===== config.mk =====
export PLATFORM = sky130hd
export DESIGN_NAME = memmap_decoder
export DESIGN_NICKNAME = d
export VERILOG_FILES = /design/src/rtl/memmap_pkg.sv /design/src/rtl/cfg_latch.sv /design/src/rtl/addr_decode.sv /design/src/rtl/bus_fsm.sv /design/src/rtl/memmap_decoder.sv
export SDC_FILE = /design/constraint.sdc
export NUM_CORES = 1
export LEC_CHECK = 0
export ABC_AREA = 1
export BUFFER_PORTS_ARGS = -buffer_cell sky130_fd_sc_hd__buf_2
export CAP_MARGIN = 30
export CORE_UTILIZATION = 42
export CTS_CLUSTER_DIAMETER = 200
export CTS_CLUSTER_SIZE = 20
export DETAILED_ROUTE_END_ITERATION = 8
export PLACE_DENSITY = 0.77
export SYNTH_ARGS = -nofsm -noshare
export SYNTH_HDL_FRONTEND = slang
export SYNTH_HIERARCHICAL = 1
export SYNTH_SLANG_ARGS = --single-unit

===== constraint.sdc =====
create_clock -name clk -period 1.2 [get_ports clk]
set_input_delay 0.12 -clock clk [delete_from_list [all_inputs] [get_ports clk]]
set_output_delay 0.12 -clock clk [all_outputs]
set_load 0.03 [all_outputs]

===== src/rtl/memmap_pkg.sv =====
`timescale 1ns/1ps
package memmap_pkg;

    localparam int PAGE_W = 2;

    typedef enum logic [2:0] {
        T_NONE   = 3'd0,
        T_ROM    = 3'd1,
        T_RAM    = 3'd2,
        T_PERIPH = 3'd3,
        T_FLASH  = 3'd4
    } tgt_e;

    typedef enum logic {
        ST_IDLE   = 1'b0,
        ST_ACCESS = 1'b1
    } bus_state_e;

    typedef struct packed {
        logic              app;
        logic [PAGE_W-1:0] sel;
    } cfg_t;

    typedef struct packed {
        tgt_e              tgt;
        logic [PAGE_W-1:0] page;
        logic              prot;
        logic              is_wr;
    } decode_t;

endpackage


===== src/rtl/cfg_latch.sv =====
`timescale 1ns/1ps
module cfg_latch
    import memmap_pkg::*;
(
    input  logic              clk,
    input  logic              rst_n,
    input  logic              bus_any,
    input  logic              mode_pin,
    input  logic [PAGE_W-1:0] page_pins,
    output cfg_t              cfg_q
);

    // Capture only while no strobe is asserted
    always_ff @(posedge clk or negedge rst_n) begin
        if (!rst_n) begin
            cfg_q <= '0;
        end else if (!bus_any) begin
            cfg_q.app <= mode_pin;
            cfg_q.sel <= page_pins;
        end
    end

    assert_cfg_hold_R12: assert property (@(posedge clk) disable iff (!rst_n)
        bus_any |=> $stable(cfg_q));

endmodule


===== src/rtl/addr_decode.sv =====
`timescale 1ns/1ps
module addr_decode
    import memmap_pkg::*;
#(
    parameter int         ADDR_W    = 16,
    parameter logic [7:0] IO_PAGE   = 8'h7F,
    parameter logic [7:0] XRAM_PAGE = 8'h7E
) (
    input  logic [ADDR_W-1:0] addr,
    input  logic              fetch,
    input  logic              rd,
    input  logic              wr,
    input  cfg_t              cfg,
    output decode_t           dec
);

    localparam int TOP = ADDR_W - 1;

    logic       upper;
    logic [7:0] hi_byte;
    logic       data_acc;

    assign upper    = addr[TOP];
    assign hi_byte  = addr[TOP -: 8];
    assign data_acc = !fetch && (rd || wr);

    always_comb begin
        dec       = '0;
        dec.tgt   = T_NONE;
        dec.is_wr = wr && !fetch;
        if (fetch || data_acc) begin
            if (upper) begin
                dec.tgt  = T_FLASH;
                dec.page = cfg.app ? {cfg.sel[1], 1'b1} : cfg.sel;
                dec.prot = cfg.app && cfg.sel[0];
            end else if (fetch) begin
                if (!cfg.app) begin
                    dec.tgt = T_ROM;
                end else if (hi_byte == XRAM_PAGE) begin
                    dec.tgt = T_RAM;
                end else begin
                    dec.tgt  = T_FLASH;
                    dec.page = {cfg.sel[1], 1'b0};
                    dec.prot = 1'b1;
                end
            end else if (hi_byte == IO_PAGE) begin
                dec.tgt = T_PERIPH;
            end else begin
                dec.tgt = T_RAM;
            end
        end
    end

endmodule


===== src/rtl/bus_fsm.sv =====
`timescale 1ns/1ps
module bus_fsm
    import memmap_pkg::*;
#(
    parameter int N_TGT = 4
) (
    input  logic              clk,
    input  logic              rst_n,
    input  logic              bus_any,
    input  decode_t           dec,
    output logic [N_TGT-1:0]  sel_q,
    output logic [PAGE_W-1:0] page_q,
    output logic              we_q,
    output logic              blk_q
);

    bus_state_e         state, state_nxt;
    logic [N_TGT-1:0]   sel_d;

    // One select line per target code, codes 1..N_TGT
    for (genvar g = 0; g < N_TGT; g++) begin : g_sel
        assign sel_d[g] = (dec.tgt == tgt_e'(3'(g + 1)));
    end

    always_comb begin
        unique case (state)
            ST_IDLE:   state_nxt = bus_any ? ST_ACCESS : ST_IDLE;
            ST_ACCESS: state_nxt = bus_any ? ST_ACCESS : ST_IDLE;
            default:   state_nxt = ST_IDLE;
        endcase
    end

    always_ff @(posedge clk or negedge rst_n) begin
        if (!rst_n) state <= ST_IDLE;
        else        state <= state_nxt;
    end

    always_ff @(posedge clk or negedge rst_n) begin
        if (!rst_n) begin
            sel_q  <= '0;
            page_q <= '0;
            we_q   <= 1'b0;
            blk_q  <= 1'b0;
        end else begin
            sel_q  <= bus_any ? sel_d : '0;
            page_q <= (bus_any && dec.tgt == T_FLASH) ? dec.page : '0;
            we_q   <= bus_any && dec.is_wr && !dec.prot;
            unique case (state)
                ST_IDLE:   blk_q <= bus_any && dec.is_wr && dec.prot;
                ST_ACCESS: blk_q <= 1'b0;
                default:   blk_q <= 1'b0;
            endcase
        end
    end

    assert_one_sel_R10: assert property (@(posedge clk) disable iff (!rst_n)
        $onehot0(sel_q));
    assert_idle_quiet_R10: assert property (@(posedge clk) disable iff (!rst_n)
        !bus_any |=> (sel_q == '0 && page_q == '0 && !we_q && !blk_q));
    assert_blk_once_R9: assert property (@(posedge clk) disable iff (!rst_n)
        blk_q |=> !blk_q);
    assert_we_blk_excl_R9: assert property (@(posedge clk) disable iff (!rst_n)
        !(we_q && blk_q));
    assert_rom_readonly_R4: assert property (@(posedge clk) disable iff (!rst_n)
        sel_q[0] |-> !we_q);

endmodule


===== src/rtl/memmap_decoder.sv =====
`timescale 1ns/1ps
module memmap_decoder
    import memmap_pkg::*;
#(
    parameter int         ADDR_W    = 16,
    parameter logic [7:0] IO_PAGE   = 8'h7F,
    parameter logic [7:0] XRAM_PAGE = 8'h7E
) (
    input  logic              clk,
    input  logic              rst_n,
    input  logic [ADDR_W-1:0] bus_addr,
    input  logic              bus_fetch,
    input  logic              bus_rd,
    input  logic              bus_wr,
    input  logic              mode_app,
    input  logic [1:0]        page_cfg,
    output logic              sel_rom,
    output logic              sel_ram,
    output logic              sel_io,
    output logic              sel_flash,
    output logic [1:0]        flash_page,
    output logic              wr_en,
    output logic              wr_blocked
);

    localparam int N_TGT = 4;

    logic             bus_any;
    cfg_t             cfg_q;
    decode_t          dec;
    logic [N_TGT-1:0] sel_q;

    assign bus_any = bus_fetch || bus_rd || bus_wr;

    cfg_latch u_cfg (
        .clk       (clk),
        .rst_n     (rst_n),
        .bus_any   (bus_any),
        .mode_pin  (mode_app),
        .page_pins (page_cfg),
        .cfg_q     (cfg_q)
    );

    addr_decode #(
        .ADDR_W    (ADDR_W),
        .IO_PAGE   (IO_PAGE),
        .XRAM_PAGE (XRAM_PAGE)
    ) u_dec (
        .addr  (bus_addr),
        .fetch (bus_fetch),
        .rd    (bus_rd),
        .wr    (bus_wr),
        .cfg   (cfg_q),
        .dec   (dec)
    );

    bus_fsm #(.N_TGT(N_TGT)) u_fsm (
        .clk     (clk),
        .rst_n   (rst_n),
        .bus_any (bus_any),
        .dec     (dec),
        .sel_q   (sel_q),
        .page_q  (flash_page),
        .we_q    (wr_en),
        .blk_q   (wr_blocked)
    );

    assign sel_rom   = sel_q[0];
    assign sel_ram   = sel_q[1];
    assign sel_io    = sel_q[2];
    assign sel_flash = sel_q[3];

endmodule


==> metrics.txt, run 1 <==
Starting DRT DRC Count 32; Setup Skew roughly 0.0059 ns; sw frac 0.290; synth-to-layout area growth 33.3%; peak supply drop 0.601 mV; Core Box Area 1300 µm²; TNS Setup 0 ns; fin util 0.605; fillers 129; Tcrit/Tclk final 0.951; largest net degree at the start of global routing 13; diode count 0; worst path required time around 1.4 ns; I/O Pins 32; RSZ-0062 raised after global routing false; Die Span X 39.5 µm; routability congestion estimate 0.828; die area 1560 µm²; Leak 0.000458 µW; port bufs 23; Mapped Cells 76; TritonCTS Buffers 3; Routed Wire Length 1250 µm; worst skew pair latency 0.28 ns; Yosys reg bits 12; Max-cap violations 0; Remaining Overflow, GRT 0; Sequential Power Share 0.463; final instance area a little under 800 µm²; Pre-antenna DRT Iters 4; endpoints failing setup 0; CP Launch Type register; CTS HTree Levels 1; Clock power frac 0.334; crit-path max FO 5; Syn Nets 100; f_max 0.876 GHz; Placed Area 724 µm²; Comb power frac 0.203; CTS Buffer Depth 2; row count 13; vias in the first global route 524; sequential-to-total area share from yosys stat 0.508; Min-Delay Path Class input port to register; worst slew pin tran 0.308 ns; CTS root buf clkbuf_4; Final Hold Vio Count 0; pwr/cell area 1240 nW/µm²; Final min period approximately 1.1 ns; antenna-violating nets left 0; GRT Overall Usage 0.195; CP Class register to register; Ys Warns 6; die height 39.5 µm; Final nets between 100 and 150; vias 604; P_int 691 µW; Final Max Tran Viols 0; Net Sw Power 282 µW; Mean Syn Cell Area 7.77 µm²; initial antenna violation count 0; Mapped Area 591 µm²; Arr. time, crit path 1.34 ns; detailed placer's ending HPWL 887 µm; Sink Count 12; Worst slew margin 0.794; DR WL/cell ~10 µm; crit end category register; Initial Util 0.454; library cells used by synthesis 14; layout cells sized above 1 0.429; residual DRC count 0; CTS tree built; Worst-path clk slew 0.08 ns; DR vias/cell 5.03; first-pass GRT wire length 1990 µm; status finished clean
## logic make-up after synthesis
logic type	count (synthesis)	synth area share
flops	12	0.508
buf+inv	13	0.0826
compound gates	5	0.0424
simple gates	46	0.367
## area by class of cell
| type | instances | area [µm²] | area share |
|---|---|---|---|
| repair buffers | 25 | 133 | 0.169 |
| inverters | 13 | 48.8 | 0.0620 |
| multi-input cells | 51 | 250 | 0.318 |
| well taps | 15 | 18.8 | 0.0238 |
| clock buffers | 4 | 36.3 | 0.0461 |
| flip-flops and latches | 12 | 300 | 0.382 |
## power by group through the flow
| stage | clock network [µW] | logic, µW | registers, µW |
|---|---|---|---|
| after detailed placement | 0 | 178 | 459 |
| after global placement | 0 | 171 | 458 |
| after CTS | 330 | 184 | 451 |
| after global routing | 353 | 220 | 454 |
| after floorplan | 0 | 87.4 | 483 |
| final | 325 | 198 | 450 |
## Yosys cell counts, drive strengths merged
| master | count | share of area |
|---|---|---|
| nand3 | 3 | 0.042 |
| nor3 | 1 | 0.0085 |
| nor3b | 1 | 0.021 |
| dfrtp | 12 | 0.51 |
| o21ai | 1 | 0.0085 |
| inv | 13 | 0.083 |
| a21oi | 4 | 0.034 |
| nand2 | 25 | 0.17 |
| nor2 | 16 | 0.12 |
## state kept, by name, summed over array words and instances (netlist names)
name and flops:
u_fsm/blk_q 1, u_fsm/state 1, u_fsm/sel_q 4, u_fsm/page_q 2, u_fsm/we_q 1, u_cfg/cfg_q 3
## worst max-delay path, stage by stage (launching register included)
cell	delay, ns
dfrtp_1	0.41
nand2_1	0.10
nand2_1	0.10
nand3_2	0.10
inv_2	0.08
inv_2	0.04
nor2_2	0.08
nand2_2	0.07
nor2_1	0.10
## final timing paths
path	end	start	depth (start not counted)	slack, ns
worst max register to register	u_fsm/page_q[0]$_DFF_PN0_	u_cfg/cfg_q[2]$_DFFE_PN0N_	8	0.06
worst min-delay path	u_cfg/cfg_q[2]$_DFFE_PN0N_	mode_app	3	0.03
worst min register to register	u_fsm/blk_q$_DFF_PN0_	u_fsm/state$_DFF_PN0_	1	0.42
min in group asynchronous	u_fsm/state$_DFF_PN0_	rst_n	2	0.24
max in group asynchronous	u_cfg/cfg_q[1]$_DFFE_PN0N_	rst_n	2	0.75
worst max-delay path	u_fsm/page_q[0]$_DFF_PN0_	u_cfg/cfg_q[2]$_DFFE_PN0N_	8	0.06
## stage by stage
| stage | total power, µW | hold WS, ns | instances | setup slack, ns |
|---|---|---|---|---|
| 2_1_floorplan | 571 | -0.176 | 76 | 0.175 |
| 3_3_place_gp | 630 | 0.00397 | 114 | 0.0697 |
| 4_1_cts | 964 | 0.0340 | 119 | 0.00916 |
| 3_5_place_dp | 637 | 0.00849 | 114 | 0.0430 |
| 5_1_grt | 1030 | 0.0319 | 120 | 0.000351 |
| 6_report | 973 | 0.0326 | 120 | 0.0591 |
## layout by cell type, fill, tap and decap left out, types with 2 or more instances in the layout
master / instances
nor2_1: 11
clkbuf_4: 3
buf_2: 23
dfrtp_1: 12
nand3_2: 2
inv_2: 5
nand2_1: 22
nor2_2: 4
nand2_2: 3
a21oi_1: 3
inv_1: 8
## repair_timing
item | in CTS | in global routing
endpoints found under the hold margin | 12 | 0
endpoints found under the setup margin | 0 | 7
setup buffers | 0 | 1
hold buffers | 1 | 0
gates resized for setup | 0 | 5
## layer usage
| layer | track usage | vias up | wire length, µm |
|---|---|---|---|
| met5 | 0 | - | 0 |
| met4 | 0.121 | 0 | 44 |
| met3 | 0.0511 | 8 | 101 |
| met2 | 0.336 | 36 | 611 |
| met1 | 0.208 | 274 | 490 |
| li1 | - | 286 | - |
Power figures use the tool's default switching activity.
==> inputs of run 2 (changes only) <==
- ABC_AREA: 1 -> not set
- CORE_UTILIZATION: 42 -> 40
- CTS_CLUSTER_DIAMETER: 200 -> not set
- PLACE_DENSITY: 0.77 -> 0.76
==> metrics.txt, run 2 <==
Crit Reg-Reg Endpoint u_fsm/page_q[1]$_DFF_PN0_; CP Class input port to register; Core Box Area 1170 µm² (-10%); status finished, violations left; die area 1490 µm² (-4.6%); row count 12 (-1); Place WS -0.436 ns (-0.479 ns); Synth top cells by count dfrtp_1, nand2_1, nor3_1; sequential-to-total area share from yosys stat 0.561 (+0.0523); Mean Syn Cell Area 11.9 µm² (+53%); Final Max Tran Viols 0 (unchanged); post-synth top area share 0.561 (+0.0523); Remaining Overflow, GRT 0 (unchanged); crit end category register; CTS root buf clkbuf_4; fin cells 102 (-15%); DP Cell Count 94 (-18%); Min-Delay Path Class input port to register; failing checks negative setup slack; fillers 80 (-38%); Hold Path End u_cfg/cfg_q[1]$_DFFE_PN0N_; fin util 0.778 (+0.173); Hold Path Depth 2 (-1); Yosys reg bits 12 (unchanged); Max-cap violations 0 (unchanged); worst path required time 1.37 ns (-0.03 ns); largest net degree at the start of global routing 13 (unchanged); Final min period 1.49 ns (+0.353 ns); Area contributors post-synth dfrtp_1, mux2_2, nand4b_4; pwr/cell area 1180 nW/µm² (-4.7%); first-pass GRT wire length 2330 µm (+17%); vias in the first global route 530 (+1.1%); synth-to-layout area growth 70.1%; post-layout total power 1070 µW (+10%); CTS Buffer Depth 2 (unchanged); Worst slew margin 0.700 (-0.0941); min setup slack post-route -0.294 ns (-0.353 ns); I/O Pins 32 (unchanged); Leak 0.000461 µW (+0.53%); die height 38.6 µm (-2.3%); Syn Nets 69 (-31%); Post-synth EDFFs 0 (unchanged); residual DRC count 0 (unchanged); worst slew pin tran 0.446 ns (+0.138 ns); Tcrit/Tclk final 1.24 (+0.294); most frequent cells in the layout buf_2, buf_4, dfrtp_1; max reg flops 4 (unchanged); CTS tree built; RSZ-0062 raised after global routing true; DR vias/cell 5.61 (+11%); peak supply drop 0.907 mV (+51%); TritonCTS Buffers 3 (unchanged); diode count 0 (unchanged); Setup Skew 0.00177 ns (-0.00417 ns); Async SR Flop Fraction 1.00 (unchanged); reg2reg path depth 6 (-2); Final Hold Vio Count 0 (unchanged); biggest regs u_fsm/sel_q: 4 flops, u_cfg/cfg_q: 3 flops, u_fsm/page_q: 2 flops; worst skew pair latency 0.27 ns (about the same); CTS HTree Levels 1 (unchanged); Placed Area 773 µm² (+6.7%); CP Launch Type input port; worst r2r src u_cfg/cfg_q[2]$_DFFE_PN0N_; Mapped Cells 45 (-41%); Die Span X 38.6 µm (-2.3%); most common cell after layout, fill and taps aside buf_2; Sink Count 12 (unchanged); Final nets 113 (-13%); GRT Overall Usage 0.252 (+0.0563); Arr. time, crit path 1.66 ns (+0.32 ns); routability congestion estimate 0.812 (-1.8%); port bufs 23 (unchanged); R2R Setup Slk -0.25 ns (-0.31 ns); final instance area 911 µm² (+16%); antenna-violating nets left 0 (unchanged); dominant synthesized flop cell dfrtp_1; vias 572 (-5.3%); detailed placer's ending HPWL 953 µm (+7.4%); crit-path max FO 3 (-2); Worst-path clk slew 0.08 ns (about the same); Ys Warns 6 (unchanged); Initial Util 0.457 (+0.00342); count leader, synth dfrtp_1; Pre-antenna DRT Iters 4 (unchanged); hold_sp page_cfg[1]; Routed Wire Length 1800 µm (+44%); Starting DRT DRC Count 7 (-78%); layout cells sized above 1 0.659 (+0.231); Biggest register u_fsm/sel_q; initial antenna violation count 0 (unchanged); DR WL/cell 17.7 µm (+70%); area leader, netlist dfrtp_1; endpoints failing setup 7 (+7); Mapped Area 536 µm² (-9.3%); f_max 0.669 GHz (-24%); library cells used by synthesis 20 (+6)
[run 2: metrics by stage]
step                hold WS [ns]  TNS [ns]
finish                    0.0760     -1.42
global route              0.0710     -1.79
CTS                       0.0684     -1.03
detailed placement       0.00921     -2.68
global placement         0.00318     -2.44
floorplan                 -0.176     -1.06
[run 2: where the power goes]
| group | internal [µW] | switching [µW] | total [µW] |
|---|---|---|---|
| combinational | 143 | 152 | 295 |
| clock | 184 | 137 | 322 |
| sequential | 439 | 17.1 | 456 |
[run 2: cell type report]
cell class | instances | area, µm² | area share
multi-input cells | 32 | 305 | 0.335
flip-flops and latches | 12 | 300 | 0.330
repair buffers | 39 | 248 | 0.272
clock buffers | 4 | 36.3 | 0.0398
well taps | 14 | 17.5 | 0.0192
inverters | 1 | 3.75 | 0.00412
[run 2: cells by family (layout without fill, tap and decap cells)]
logic type             after synthesis  count (layout)  share of synthesized area
buffers and inverters                1              44                    0.00700
DFF                                 12              12                      0.561
muxes                                3               3                     0.0631
AOI/OAI and AO/OA                    5               5                     0.0677
and+or+nand+nor                     24              24                      0.301
[run 2: worst max path at each step]
stage	start	end	slack [ns]	depth (start not counted)
after global routing	bus_addr[15]	u_fsm/page_q[1]$_DFF_PN0_	-0.36	6
after floorplan	bus_addr[15]	u_fsm/page_q[0]$_DFF_PN0_	-0.30	5
after detailed placement	bus_addr[15]	u_fsm/page_q[0]$_DFF_PN0_	-0.44	6
after CTS	u_cfg/cfg_q[2]$_DFFE_PN0N_	u_fsm/page_q[0]$_DFF_PN0_	-0.22	5
after global placement	bus_addr[15]	u_fsm/page_q[0]$_DFF_PN0_	-0.40	6
final	bus_addr[15]	u_fsm/page_q[1]$_DFF_PN0_	-0.29	6
[run 2: worst max-delay path, stage by stage]
cell and delay [ns]:
buf_6 0.09, nand4b_4 0.16, or4b_4 0.56, a211oi_2 0.29
and4bb_1 0.28, and2_1 0.15
[run 2: metal layers]
| layer | vias to the layer above | track usage | part of all wire |
|---|---|---|---|
| met5 | - | 0 | 0 |
| met4 | 0 | 0.224 | 0.057 |
| met3 | 14 | 0.0462 | 0.054 |
| met2 | 34 | 0.446 | 0.54 |
| met1 | 274 | 0.241 | 0.35 |
| li1 | 250 | - | - |
[run 2: repair_timing]
item                                    CTS  global route
hold endpoints to repair                 12             0
pin swaps                                 8             4
endpoints found under the setup margin    8             8
hold buffers                              1             0
gates resized for setup                   9             6
setup buffers                             2             1
